**src/rtl/tss_pkg.sv**
```systemverilog
package tss_pkg;
  typedef enum logic [1:0] {
    SCHED_FIXED = 2'd0,
    SCHED_TABLE = 2'd1,
    SCHED_PRIO  = 2'd2,
    SCHED_ALTFX = 2'd3
  } sched_mode_e;
endpackage

```
**src/rtl/tss_fixed_rr.sv**
```systemverilog
module tss_fixed_rr #(
  parameter int NUM_THREADS = 8,
  localparam int TW = $clog2(NUM_THREADS)
) (
  input  logic          clk,
  input  logic          rst,
  input  logic          en,
  output logic [TW-1:0] owner_o
);
  logic [TW-1:0] cnt;

  always_ff @(posedge clk) begin
    if (rst || !en) begin
      cnt <= '0;
    end else if (cnt == TW'(NUM_THREADS - 1)) begin
      cnt <= '0;
    end else begin
      cnt <= cnt + 1'b1;
    end
  end

  assign owner_o = cnt;
endmodule

```
**src/rtl/tss_slot_table.sv**
```systemverilog
module tss_slot_table #(
  parameter int NUM_THREADS = 8,
  parameter int NUM_SLOTS   = 16,
  localparam int TW = $clog2(NUM_THREADS),
  localparam int SW = $clog2(NUM_SLOTS)
) (
  input  logic          clk,
  input  logic          rst,
  input  logic          en,
  input  logic          we,
  input  logic [SW-1:0] waddr,
  input  logic [TW-1:0] wdata,
  output logic [TW-1:0] slot_tid_o
);
  logic [TW-1:0] staging [NUM_SLOTS];
  logic [TW-1:0] live    [NUM_SLOTS];
  logic [SW-1:0] slot;
  logic          at_last;

  assign at_last = (slot == SW'(NUM_SLOTS - 1));

  // staging copy: one write port per cycle
  always_ff @(posedge clk) begin
    if (rst) begin
      for (int i = 0; i < NUM_SLOTS; i++) staging[i] <= '0;
    end else if (we && (int'(waddr) < NUM_SLOTS)) begin
      staging[waddr] <= wdata;
    end
  end

  // live copy reloads outside the mode or on a rotation wrap
  always_ff @(posedge clk) begin
    if (rst) begin
      slot <= '0;
      for (int i = 0; i < NUM_SLOTS; i++) live[i] <= '0;
    end else if (!en) begin
      slot <= '0;
      live <= staging;
    end else if (at_last) begin
      slot <= '0;
      live <= staging;
    end else begin
      slot <= slot + 1'b1;
    end
  end

  assign slot_tid_o = live[slot];
endmodule

```
**src/rtl/tss_prio_arb.sv**
```systemverilog
module tss_prio_arb #(
  parameter int NUM_THREADS = 8,
  localparam int TW = $clog2(NUM_THREADS)
) (
  input  logic                   clk,
  input  logic                   rst,
  input  logic                   en,
  input  logic [NUM_THREADS-1:0] req,
  output logic                   found_o,
  output logic [TW-1:0]          gid_o
);
  logic [TW-1:0] ptr;

  always_comb begin
    found_o = 1'b0;
    gid_o   = '0;
    for (int i = 0; i < NUM_THREADS; i++) begin
      automatic int idx = (int'(ptr) + i) % NUM_THREADS;
      if (!found_o && req[idx]) begin
        found_o = 1'b1;
        gid_o   = TW'(idx);
      end
    end
  end

  always_ff @(posedge clk) begin
    if (rst) begin
      ptr <= '0;
    end else if (en && found_o) begin
      ptr <= (gid_o == TW'(NUM_THREADS - 1)) ? '0 : gid_o + 1'b1;
    end
  end
endmodule

```
**src/rtl/thread_slot_sched.sv**
```systemverilog
module thread_slot_sched #(
  parameter int NUM_THREADS = 8,
  parameter int NUM_SLOTS   = 16,
  localparam int TW = $clog2(NUM_THREADS),
  localparam int SW = $clog2(NUM_SLOTS)
) (
  input  logic                   clk,
  input  logic                   rst,
  input  logic [NUM_THREADS-1:0] ready_i,
  input  logic [1:0]             mode_i,
  input  logic                   tbl_we_i,
  input  logic [SW-1:0]          tbl_addr_i,
  input  logic [TW-1:0]          tbl_data_i,
  output logic                   issue_valid_o,
  output logic [TW-1:0]          issue_tid_o,
  output logic                   bubble_o
);
  import tss_pkg::*;

  sched_mode_e   mode;
  logic          fix_en, tbl_en, pri_en;
  logic [TW-1:0] fix_owner, tbl_owner, pri_gid;
  logic          pri_found;
  logic          sel_valid;
  logic [TW-1:0] sel_tid;

  assign mode   = sched_mode_e'(mode_i);
  assign tbl_en = (mode == SCHED_TABLE);
  assign pri_en = (mode == SCHED_PRIO);
  assign fix_en = !tbl_en && !pri_en;

  tss_fixed_rr #(.NUM_THREADS(NUM_THREADS)) u_fixed (
    .clk(clk), .rst(rst), .en(fix_en), .owner_o(fix_owner)
  );

  tss_slot_table #(.NUM_THREADS(NUM_THREADS), .NUM_SLOTS(NUM_SLOTS)) u_table (
    .clk(clk), .rst(rst), .en(tbl_en), .we(tbl_we_i),
    .waddr(tbl_addr_i), .wdata(tbl_data_i), .slot_tid_o(tbl_owner)
  );

  tss_prio_arb #(.NUM_THREADS(NUM_THREADS)) u_prio (
    .clk(clk), .rst(rst), .en(pri_en), .req(ready_i),
    .found_o(pri_found), .gid_o(pri_gid)
  );

  always_comb begin
    unique case (mode)
      SCHED_TABLE: begin
        sel_tid   = tbl_owner;
        sel_valid = ready_i[tbl_owner];
      end
      SCHED_PRIO: begin
        sel_tid   = pri_gid;
        sel_valid = pri_found;
      end
      default: begin
        sel_tid   = fix_owner;
        sel_valid = ready_i[fix_owner];
      end
    endcase
  end

  always_ff @(posedge clk) begin
    if (rst) begin
      issue_valid_o <= 1'b0;
      issue_tid_o   <= '0;
      bubble_o      <= 1'b0;
    end else begin
      issue_valid_o <= sel_valid;
      issue_tid_o   <= sel_tid;
      bubble_o      <= !sel_valid;
    end
  end
endmodule

```
**config.mk**
```make
export PLATFORM = sky130hd
export DESIGN_NAME = thread_slot_sched
export DESIGN_NICKNAME = d
export VERILOG_FILES = /design/src/rtl/tss_pkg.sv /design/src/rtl/tss_fixed_rr.sv /design/src/rtl/tss_slot_table.sv /design/src/rtl/tss_prio_arb.sv /design/src/rtl/thread_slot_sched.sv
export SDC_FILE = /design/constraint.sdc
export NUM_CORES = 1
export LEC_CHECK = 0
export ABC_AREA = 1
export BUFFER_PORTS_ARGS = -buffer_cell sky130_fd_sc_hd__buf_2
export CAP_MARGIN = 15
export CORE_ASPECT_RATIO = 0.6
export CORE_MARGIN = 5
export CORE_UTILIZATION = 40
export CTS_BUF_LIST = sky130_fd_sc_hd__clkbuf_8
export DETAILED_ROUTE_END_ITERATION = 8
export RECOVER_POWER = 100
export SLEW_MARGIN = 20
export SYNTH_ARGS = -nofsm -noshare
export SYNTH_HDL_FRONTEND = slang
export SYNTH_SLANG_ARGS = --single-unit
```
**constraint.sdc**
```tcl
create_clock -name clk -period 7.42 [get_ports clk]
set_input_delay 1.855 -clock clk [delete_from_list [all_inputs] [get_ports clk]]
set_output_delay 1.855 -clock clk [all_outputs]
set_load 0.01 [all_outputs]
```
==> metrics.md, run 1 <==
| Metric | Value |
|---|---|
| Commonest cells post-synth | nor2_1, o21ai_0, dfxtp_1, nand2_1, inv_1 |
| Leak | 2.47 nW |
| Inserted Clock Buffers | 9 |
| Placeable Area | about 13000 sq um |
| Crit path launch type | primary input |
| Boundary Pins | 25 |
| WP data required | 7.71 ns |
| Setup violators final | 0 |
| Final period util | 0.694 |
| Worst-Margin Slew | 3.54 ns |
| Synth Flop Type | dfxtp_1 |
| Largest net degree at the start of global routing | 102 |
| Final min period | 5.15 ns |
| Post-Synth XOR/XNOR Area | 0.00807 |
| DP HPWL | 9610 um |
| Mean area per synthesized cell | 6.86 sq um |
| Area growth syn-to-layout | 7.75% |
| # diodes | 0 |
| Worst path arrival time | 5.44 ns |
| Synthesized cell area | roughly 5400 sq um |
| Worst-path clk slew | between 0.1 and 0.15 ns |
| Initial Util | 0.403 |
| Hold Crit Class | reg -> reg |
| Failing checks | capacitance limit, slew limit |
| Routed len/inst | 14.3 um |
| Die H | 100 um |
| DP Worst Slack | around 3.4 ns |
| Comb pwr share | 0.202 |
| Largest family of logic cells by synthesized area | simple AND/OR/NAND/NOR gates |
| GP Congestion | 0.919 |
| Mux cell area share after synthesis | 0 |
| CP Cell Sequence | clkbuf_1 > clkinv_1 > clkbuf_1 > nand2_1 > nor3_1 |
| Post-synthesis compound-gate area fraction | 0.167 |
| Max Freq | around 190 MHz |
| Row count | 33 |
| Starting DRT DRC Count | roughly 420 |
| Sequential area share after synthesis | 0.409 |
| Power Internal | roughly 0.0009 W |
| Resized cells post-CTS | 0 |
| DR vias/cell | 4.99 |
| Port Buf Inserts | 24 |
| Max_cap viols | 1 |
| Element type at the critical path end | flop |
| Remaining DRCs | 0 |
| Unrepaired setup endpoints after global routing | false |
| Most used cell, CP | clkbuf_1 |
| Vias in the first global route | roughly 4400 |
| Slowest CP cell | clkbuf_1 |
| Initial DRT Pass Iterations | 5 |
| Root Buffer | clkbuf_8 |
| Reg power frac | 0.482 |
| # clock sinks | 111 |
| Routed Antenna Nets | 0 |
| Deepest clock path buffer count | 2 |
| Initial antenna violation count | 0 |
| Kind of critical path | in -> reg |
| Via Count | 4860 |
| TNS Setup | 0 ns |
| Max-slew headroom | -1.36 |
| Syn_nets | 820 |
| GR Overflow Total | 0 |
| Final slew viol count | 102 |
| Clock power frac | 0.315 |
| CTS Hold Bufs | 0 |
| Post-synth EDFFs | 0 |
| Crit-path max FO | 101 |
| CP peak stage delay | 2.47 ns |
| CTS HTree Levels | 3 |
| Yosys top cell area share | 0.409 |
| Sw Ratio | 0.319 |
| Layout cell share with drive strength beyond 1 | 0.0914 |
| Post-Synth Adder-Cell Area | 0.0207 |
| Nets | 823 |
| Post-Synth Simple-Gate Area | 0.316 |
| DIE AREA | 16100 sq um |
| Total track usage | 0.178 |
| Cells after Synth | just under 800 |
| Routed WL | 13900 um |
| Sw power | roughly 0.00042 W |
| Post-CTS Setup Bufs | 0 |
| Clock Skew | 0.0126 ns |
| Final Hold Fails | 0 |
| Ys Warns | 0 |
| Maximum VDD drop | 0.000117 V |
| CTS tree | yes |
| Global-route wire length before repair | roughly 23000 um |
| Status | finished, violations left |
| Leading area contributor after synthesis | dfxtp_1 |
| Later-pin clock latency in the skew report | 0.38 ns |
| Setup ws final | 2.27 ns |
| Most common cell in the netlist | nor2_1 |
| Count of cell types in the netlist | 38 |
| Yosys reg bits | 111 |
| PD cells | 226 nW/um^2 |
| Synth top area cells | dfxtp_1, nor2_1, o21ai_0, nand2_1, inv_1 |
| Synth async-reset ratio | 0 |
| Die span in x | between 150 and 200 um |
## cell type report
class,instances,area (sq um)
clock inverter,7,113
multi-input combinational,574,2770
clock buffer,9,124
timing repair buffer,26,124
fill,1438,7610
inverter,72,273
sequential,111,2220
tap,175,219
## cells by family (layout without fill, tap and decap cells)
logic type	Yosys count	after routing
xor+xnor	5	5
fa+ha+maj	9	9
simple gates	385	385
compound gates	175	175
flops	111	111
buf+inv	106	114
## stage by stage
| stage | hold slack, ns | utilization | std cells | area (sq um) | power [W] |
|---|---|---|---|---|---|
| detailed placement | 0.452 | 0.418 | 958 | 5630 | 0.000915 |
| global placement | 0.446 | 0.418 | 958 | 5630 | 0.000920 |
| floorplan | 0.430 | - | 791 | 5430 | 0.000852 |
| CTS | 0.469 | 0.435 | 974 | 5860 | 0.00133 |
| finish | 0.467 | 0.434 | 974 | 5850 | 0.00132 |
| global route | 0.491 | 0.434 | 974 | 5850 | 0.00140 |
## critical path: cells and delay by family
kind	cells	cell delay, ns
buf+inv	3	2.75
simple gates	2	0.79
## state kept, by name, indices dropped and copies added (netlist names)
register / count
issue_valid_o: 1
issue_tid_o: 3
u_table.slot: 4
u_table.live: 48
u_table.staging: 48
bubble_o: 1
u_prio.ptr: 3
u_fixed.owner_o: 3
## layout by cell type, fill, tap and decap left out, types with 3 or more instances in the layout
master    count
nor2_1      211
o21ai_0     123
dfxtp_1     111
nand2_1      91
inv_1        65
a21oi_1      39
nand3_1      36
buf_2        18
nand3_2      11
nor3_1       11
ha_1          9
clkbuf_8      9
nand2_2       8
clkbuf_1      7
nand2_4       5
nand4_1       5
inv_2         4
o211ai_1      4
xor2_1        3
## routing by layer
metal  GRT usage  vias to the layer above  wire [um]  share of wire
met5           0                        -          0              0
met4      0.0311                        0         80         0.0057
met3      0.0394                        7        806          0.058
met2       0.226                      125       5110           0.37
met1       0.296                     2164       7920           0.57
li1            -                     2564          -              -
## path summary, 6_finish.rpt
kind                                          to        startpoint  slack (ns)  depth (start not counted)
worst max register to register     u_prio.ptr[2]     u_prio.ptr[1]        3.84                         16
worst max-delay path             u_table.slot[2]               rst        2.27                          5
worst min register to register  u_table.live[42]  u_table.live[42]        0.47                          2
worst min-delay path            u_table.live[42]  u_table.live[42]        0.47                          2
## power by group through the flow
stage	sequential (W)	clock [W]	combinational, W
finish	0.000639	0.000418	0.000268
global route	0.000642	0.000453	0.000301
CTS	0.000638	0.000428	0.000265
detailed placement	0.000651	0	0.000264
global placement	0.000652	0	0.000268
floorplan	0.000642	0	0.000210
No activity file was read; power rests on OpenSTA's default activity.
==> run 2, diff against run 1 <==
- clock period: 7.42 -> 4.4 ns (I/O delays scaled with it)
==> metrics.md, run 2 (synthesis results as in run 1) <==
| Metric | Value |
|---|---|
| GP Congestion | 0.936 (+1.8%) |
| Inserted Clock Buffers | 9 (unchanged) |
| Final Util | 0.433 (-0.00111) |
| CP top delay family | simple AND/OR/NAND/NOR gates |
| Remaining DRCs | 0 (unchanged) |
| Nets | 829 (+0.73%) |
| CP peak stage delay | 0.45 ns (-2.02 ns) |
| Initial Util | 0.403 (unchanged) |
| DP HPWL | 9890 um (+2.9%) |
| Register Area | 2220 sq um (unchanged) |
| Clock Skew | 0.0142 ns (+0.00157 ns) |
| Status | completed |
| Element type at the critical path end | flop |
| Reg2reg end | u_prio.ptr[1] |
| CTS tree | yes |
| Critical Path Sink | u_prio.ptr[1] |
| Post-CTS Setup Bufs | 0 (unchanged) |
| Kind of critical path | reg -> reg |
| GR Overflow Total | 0 (unchanged) |
| Crit path launch type | flop |
| Via Count | 4856 (-0.082%) |
| Resized cells post-CTS | 0 (unchanged) |
| Routed len/inst | 14.4 um (+0.43%) |
| Slowest CP cell | ha_1 |
| Met1 GRT Util | 0.288 (-0.00800) |
| Worst-Margin Slew | 1.22 ns (-2.32 ns) |
| Later-pin clock latency in the skew report | 0.38 ns (about the same) |
| Die H | 100 um (unchanged) |
| Top flop regs | u_table.live (48), u_table.staging (48), u_table.slot (4) |
| WP buf/inv | 4 (+1) |
| WP data required | 4.71 ns (-3.00 ns) |
| Met3 usage | 0.0431 (+0.00369) |
| Leak | 2.47 nW (about the same) |
| DR vias/cell | 4.96 (-0.69%) |
| Worst path arrival time | 3.86 ns (-1.58 ns) |
| DIE AREA | 16100 sq um (unchanged) |
| Crit-path max FO | 10 (-90%) |
| Setup violators final | 0 (unchanged) |
| Layer with the highest usage | met1 |
| Initial DRT Pass Iterations | 5 (unchanged) |
| CTS Hold Bufs | 0 (unchanged) |
| Reg-to-reg setup timing slack | 0.85 ns (-2.99 ns) |
| Final Hold Fails | 0 (unchanged) |
| Total track usage | 0.177 (-0.000719) |
| Root Buffer | clkbuf_8 |
| Most frequent cells in the layout | nor2_1, o21ai_0, dfxtp_1 |
| Final period util | 0.806 |
| Leading cell type in the layout, fill and taps excluded | nor2_1 |
| Setup crit start | u_prio.ptr[1] |
| Layout cell share with drive strength beyond 1 | 0.0894 (-0.00192) |
| Final slew viol count | 0 (-100%) |
| Met2 GRT Util | 0.232 (+0.00583) |
| Boundary Pins | 25 (unchanged) |
| Final min period | 3.55 ns |
| PD cells | 368 nW/um^2 (+63%) |
| Placed Cells | 964 (+0.63%) |
| Maximum VDD drop | 0.000152 V (+30%) |
| CTS HTree Levels | 3 (unchanged) |
| Starting DRT DRC Count | 379 (-9.3%) |
| # fillers | 1416 (-1.5%) |
| TNS Setup | 0 ns (unchanged) |
| # clock sinks | 111 (unchanged) |
| # diodes | 0 (unchanged) |
| Port Buf Inserts | 24 (unchanged) |
| Routed WL | 14100 um (+1.0%) |
| Unrepaired setup endpoints after global routing | false |
| Total power | 0.00215 W (+62%) |
| Row count | 33 (unchanged) |
| CP Cell Sequence | buf_4 > inv_1 > ha_1 > inv_1 > nand3_1 > nand3_1 > nand2_4 > nor2_8 > nand4_4 > nor2_1 > nand3_1 > clkinv_1 > nand2_1 > and2_1 > ha_1 > ha_1 > nor2_1 > o21ai_1 > a21oi_1 |
| Reg2reg start | u_prio.ptr[1] |
| R2R cell count | 19 (+3) |
| Hold Crit Class | reg -> reg |
| Placeable Area | 13500 sq um (unchanged) |
| Area growth syn-to-layout | 7.47% |
| Die span in x | 160 um (unchanged) |
| Routed Antenna Nets | 0 (unchanged) |
| Worst-path clk slew | 0.11 ns (about the same) |
| Vias in the first global route | 4318 (-1.2%) |
| Min-Delay Startpoint | u_table.staging[47] |
| Global-route wire length before repair | 23000 um (-0.45%) |
| Worst path depth | 19 (+14) |
| Max Freq | 282 MHz |
| Max_cap viols | 0 (-1) |
| Deepest clock path buffer count | 2 (unchanged) |
| Layout Cells excl Fill | 980 (+0.62%) |
| Max-slew headroom | 0.185 (+1.55) |
| Largest net degree at the start of global routing | 48 (-53%) |
| Initial antenna violation count | 0 (unchanged) |
| WHS | 0.462 ns (-0.00461 ns) |
| Footprint of the multi-input gates | 2750 sq um (-0.81%) |
## run 2: changes by cell type in the layout (fill, tap and decap cells not counted), moves of 2 or more
cell | previous run | this run
bufinv_16 | 2 | 0
o21ai_1 | 0 | 2
o21ai_0 | 123 | 121
nand3_2 | 11 | 8
buf_4 | 1 | 6
inv_1 | 65 | 67
nand3_1 | 36 | 39
clkbuf_8 | 9 | 11
inv_2 | 4 | 2
## run 2: area by class of cell
| class | instances | area share |
|---|---|---|
| Clock inverter | 5 | 0.00879 |
| Inverter | 72 | 0.0468 |
| Clock buffer | 11 | 0.0260 |
| Multi-Input combinational cell | 574 | 0.472 |
| Timing Repair Buffer | 32 | 0.0283 |
| Tap cell | 175 | 0.0375 |
| Sequential cell | 111 | 0.381 |
## run 2: tightest hold or removal path, cell delays in order, from the launching register on
cell and delay [ns]:
dfxtp_1 0.31, inv_1 0.06, a21oi_1 0.05
## run 2: per-layer routing
metal	part of all wire	vias up
met4	0.0051	0
met3	0.061	9
met1	0.57	2162
met2	0.36	110
met5	0	-
li1	-	2575
## run 2: report_power, final
part           internal [W]  leakage (nW)  total (W)  switching, W
Clock              0.000248        0.0969   0.000621      0.000373
Combinational      0.000145          1.47   0.000459      0.000314
Sequential          0.00104         0.905    0.00107     0.0000233
## run 2: worst min path at each step
stage,endpoint,slack [ns],depth (start not counted)
2_1_floorplan,u_table.live[18],0.43,2
3_3_place_gp,u_table.live[42],0.44,2
3_5_place_dp,u_table.staging[37],0.45,2
4_1_cts,u_table.staging[37],0.47,2
5_1_grt,u_table.staging[37],0.48,2
6_report,u_table.staging[47],0.46,2
## run 2: per-stage QoR
step                      area [sq um]  setup slack, ns
after floorplan                   5430             1.53
after global placement            5670             1.17
after global routing              5830            0.468
after CTS                         5870             1.26
final                             5830            0.852
after detailed placement          5670             1.19
==> run 3, diff against run 2 <==
- clock period: 4.4 -> 3.5 ns (I/O delays scaled with it)
==> metrics.md, run 3 (synthesis results as in run 1) <==
| Metric | Value |
|---|---|
| Final period util | 0.911 (+0.104) |
| Worst-path clk slew | 0.11 ns (about the same) |
| Comb pwr share | 0.215 (about the same) |
| Die span in x | 160 um (unchanged) |
| Layout cell share with drive strength beyond 1 | 0.0920 (+0.00260) |
| Clock power frac | 0.286 (-0.003) |
| Later-pin clock latency in the skew report | 0.39 ns (about the same) |
| # diodes | 0 (unchanged) |
| DP HPWL | 9850 um (-0.43%) |
| Status | completed |
| Sw power | 0.000912 W (+28%) |
| Largest net degree at the start of global routing | 48 (unchanged) |
| Total track usage | 0.183 (+0.00559) |
| Crit-path max FO | 11 (+1) |
| Resized cells post-CTS | 0 (unchanged) |
| Most frequent cells in the layout | nor2_1, o21ai_0, dfxtp_1 |
| Nets | 828 (-0.12%) |
| Kind of critical path | reg -> reg |
| GP Congestion | 0.921 (-1.7%) |
| Final Hold Fails | 0 (unchanged) |
| GR Overflow Total | 0 (unchanged) |
| CTS tree | yes |
| # fillers | 1405 (-0.78%) |
| WP data required | 3.78 ns (-0.93 ns) |
| Leak | 2.48 nW (+0.25%) |
| Root Buffer | clkbuf_8 |
| Unrepaired setup endpoints after global routing | false |
| Initial DRT Pass Iterations | 5 (unchanged) |
| Power Internal | 0.00178 W (+24%) |
| Remaining DRCs | 0 (unchanged) |
| Max-slew headroom | 0.258 (+0.0731) |
| Final slew viol count | 0 (unchanged) |
| Footprint of the multi-input gates | 2760 sq um (+0.32%) |
| Boundary Pins | 25 (unchanged) |
| Leading cell type in the layout, fill and taps excluded | nor2_1 |
| CTS Hold Bufs | 0 (unchanged) |
| Inserted Clock Buffers | 9 (unchanged) |
| Worst-Margin Slew | 1.11 ns (-0.108 ns) |
| Initial Util | 0.403 (unchanged) |
| Clock Skew | 0.0184 ns (+0.00426 ns) |
| Hold Crit Class | reg -> reg |
| Routed Antenna Nets | 0 (unchanged) |
| Crit path launch type | flop |
| DIE AREA | 16100 sq um (unchanged) |
| Routed len/inst | 14.4 um (about the same) |
| Reg power frac | 0.498 (about the same) |
| Max_cap viols | 0 (unchanged) |
| Setup violators final | 0 (unchanged) |
| # clock sinks | 111 (unchanged) |
| Port Buf Inserts | 24 (unchanged) |
| Initial antenna violation count | 0 (unchanged) |
| WHS | 0.464 ns (+0.00197 ns) |
| Register Area | 2220 sq um (unchanged) |
| Routed WL | 14100 um (-0.12%) |
| Die H | 100 um (unchanged) |
| Final min period | 3.19 ns (-0.360 ns) |
| Row count | 33 (unchanged) |
| Sw Ratio | 0.339 (+0.00798) |
| Maximum VDD drop | 0.000205 V (+35%) |
| Post-CTS Setup Bufs | 0 (unchanged) |
| Starting DRT DRC Count | 354 (-6.6%) |
| Max Freq | 314 MHz (+11%) |
| CTS HTree Levels | 3 (unchanged) |
| PD cells | 462 nW/um^2 (+25%) |
| TNS Setup | 0 ns (unchanged) |
| Worst path arrival time | 3.47 ns (-0.39 ns) |
| Placeable Area | 13500 sq um (unchanged) |
| Top flop regs | u_table.live (48), u_table.staging (48), u_table.slot (4) |
| DR vias/cell | 5.01 (+1.1%) |
| Via Count | 4906 (+1.0%) |
| Vias in the first global route | 4457 (+3.2%) |
| Deepest clock path buffer count | 2 (unchanged) |
| Global-route wire length before repair | 23600 um (+2.6%) |
| Element type at the critical path end | flop |
| Area growth syn-to-layout | 7.33% |
==> run 3: power by group through the flow <==
stage	registers (W)	logic [W]	clock network, W
final	0.00134	0.000580	0.000770
after floorplan	0.00136	0.000446	0
after global placement	0.00137	0.000588	0
after detailed placement	0.00137	0.000577	0
after global routing	0.00135	0.000658	0.000849
after CTS	0.00134	0.000580	0.000793
==> run 3: routing by layer <==
| layer | part of all wire | vias to the layer above | track usage |
|---|---|---|---|
| met4 | 0.0083 | 0 | 0.0390 |
| met3 | 0.076 | 11 | 0.0517 |
| met1 | 0.55 | 2170 | 0.294 |
| met5 | 0 | - | 0 |
| met2 | 0.36 | 154 | 0.233 |
| li1 | - | 2571 | - |
==> run 3: final timing paths <==
kind | startpoint | end | slack, ns | cells past startpoint
worst min-delay path | u_table.staging[36] | u_table.live[36] | 0.46 | 2
worst max register to register | u_prio.ptr[0] | u_prio.ptr[2] | 0.31 | 18
worst min register to register | u_table.staging[36] | u_table.live[36] | 0.46 | 2
worst max-delay path | u_prio.ptr[0] | u_prio.ptr[2] | 0.31 | 18
==> run 3: critical path, stage by stage (launching register included) <==
cell	delay [ns]
dfxtp_1	0.39
inv_4	0.11
ha_1	0.50
inv_1	0.19
nand3_1	0.16
nand3_1	0.18
nand2_4	0.15
nor2_8	0.05
nand2_2	0.08
nor2_4	0.04
nand3_1	0.10
nor2_1	0.05
nor2_1	0.19
nand2_1	0.10
and2_1	0.15
ha_1	0.17
ha_1	0.27
o21ai_1	0.13
a21oi_1	0.06
==> run 3: layout make-up <==
class	count	area share
Clock buffer	9	0.0213
Sequential cell	111	0.381
Clock inverter	7	0.0125
Tap cell	175	0.0376
Timing Repair Buffer	31	0.0266
Inverter	72	0.0468
Multi-Input combinational cell	574	0.474
==> run 3: metrics by stage <==
| step | utilization | power, W | instance area (sq um) | std cells | setup slack [ns] |
|---|---|---|---|---|---|
| final | 0.433 | 0.00269 | 5830 | 979 | 0.312 |
| after floorplan | - | 0.00181 | 5430 | 791 | 0.643 |
| after CTS | 0.435 | 0.00271 | 5860 | 979 | 0.429 |
| after global placement | 0.421 | 0.00196 | 5660 | 963 | 0.389 |
| after detailed placement | 0.421 | 0.00195 | 5660 | 963 | 0.454 |
| after global routing | 0.433 | 0.00285 | 5830 | 979 | 0.0924 |
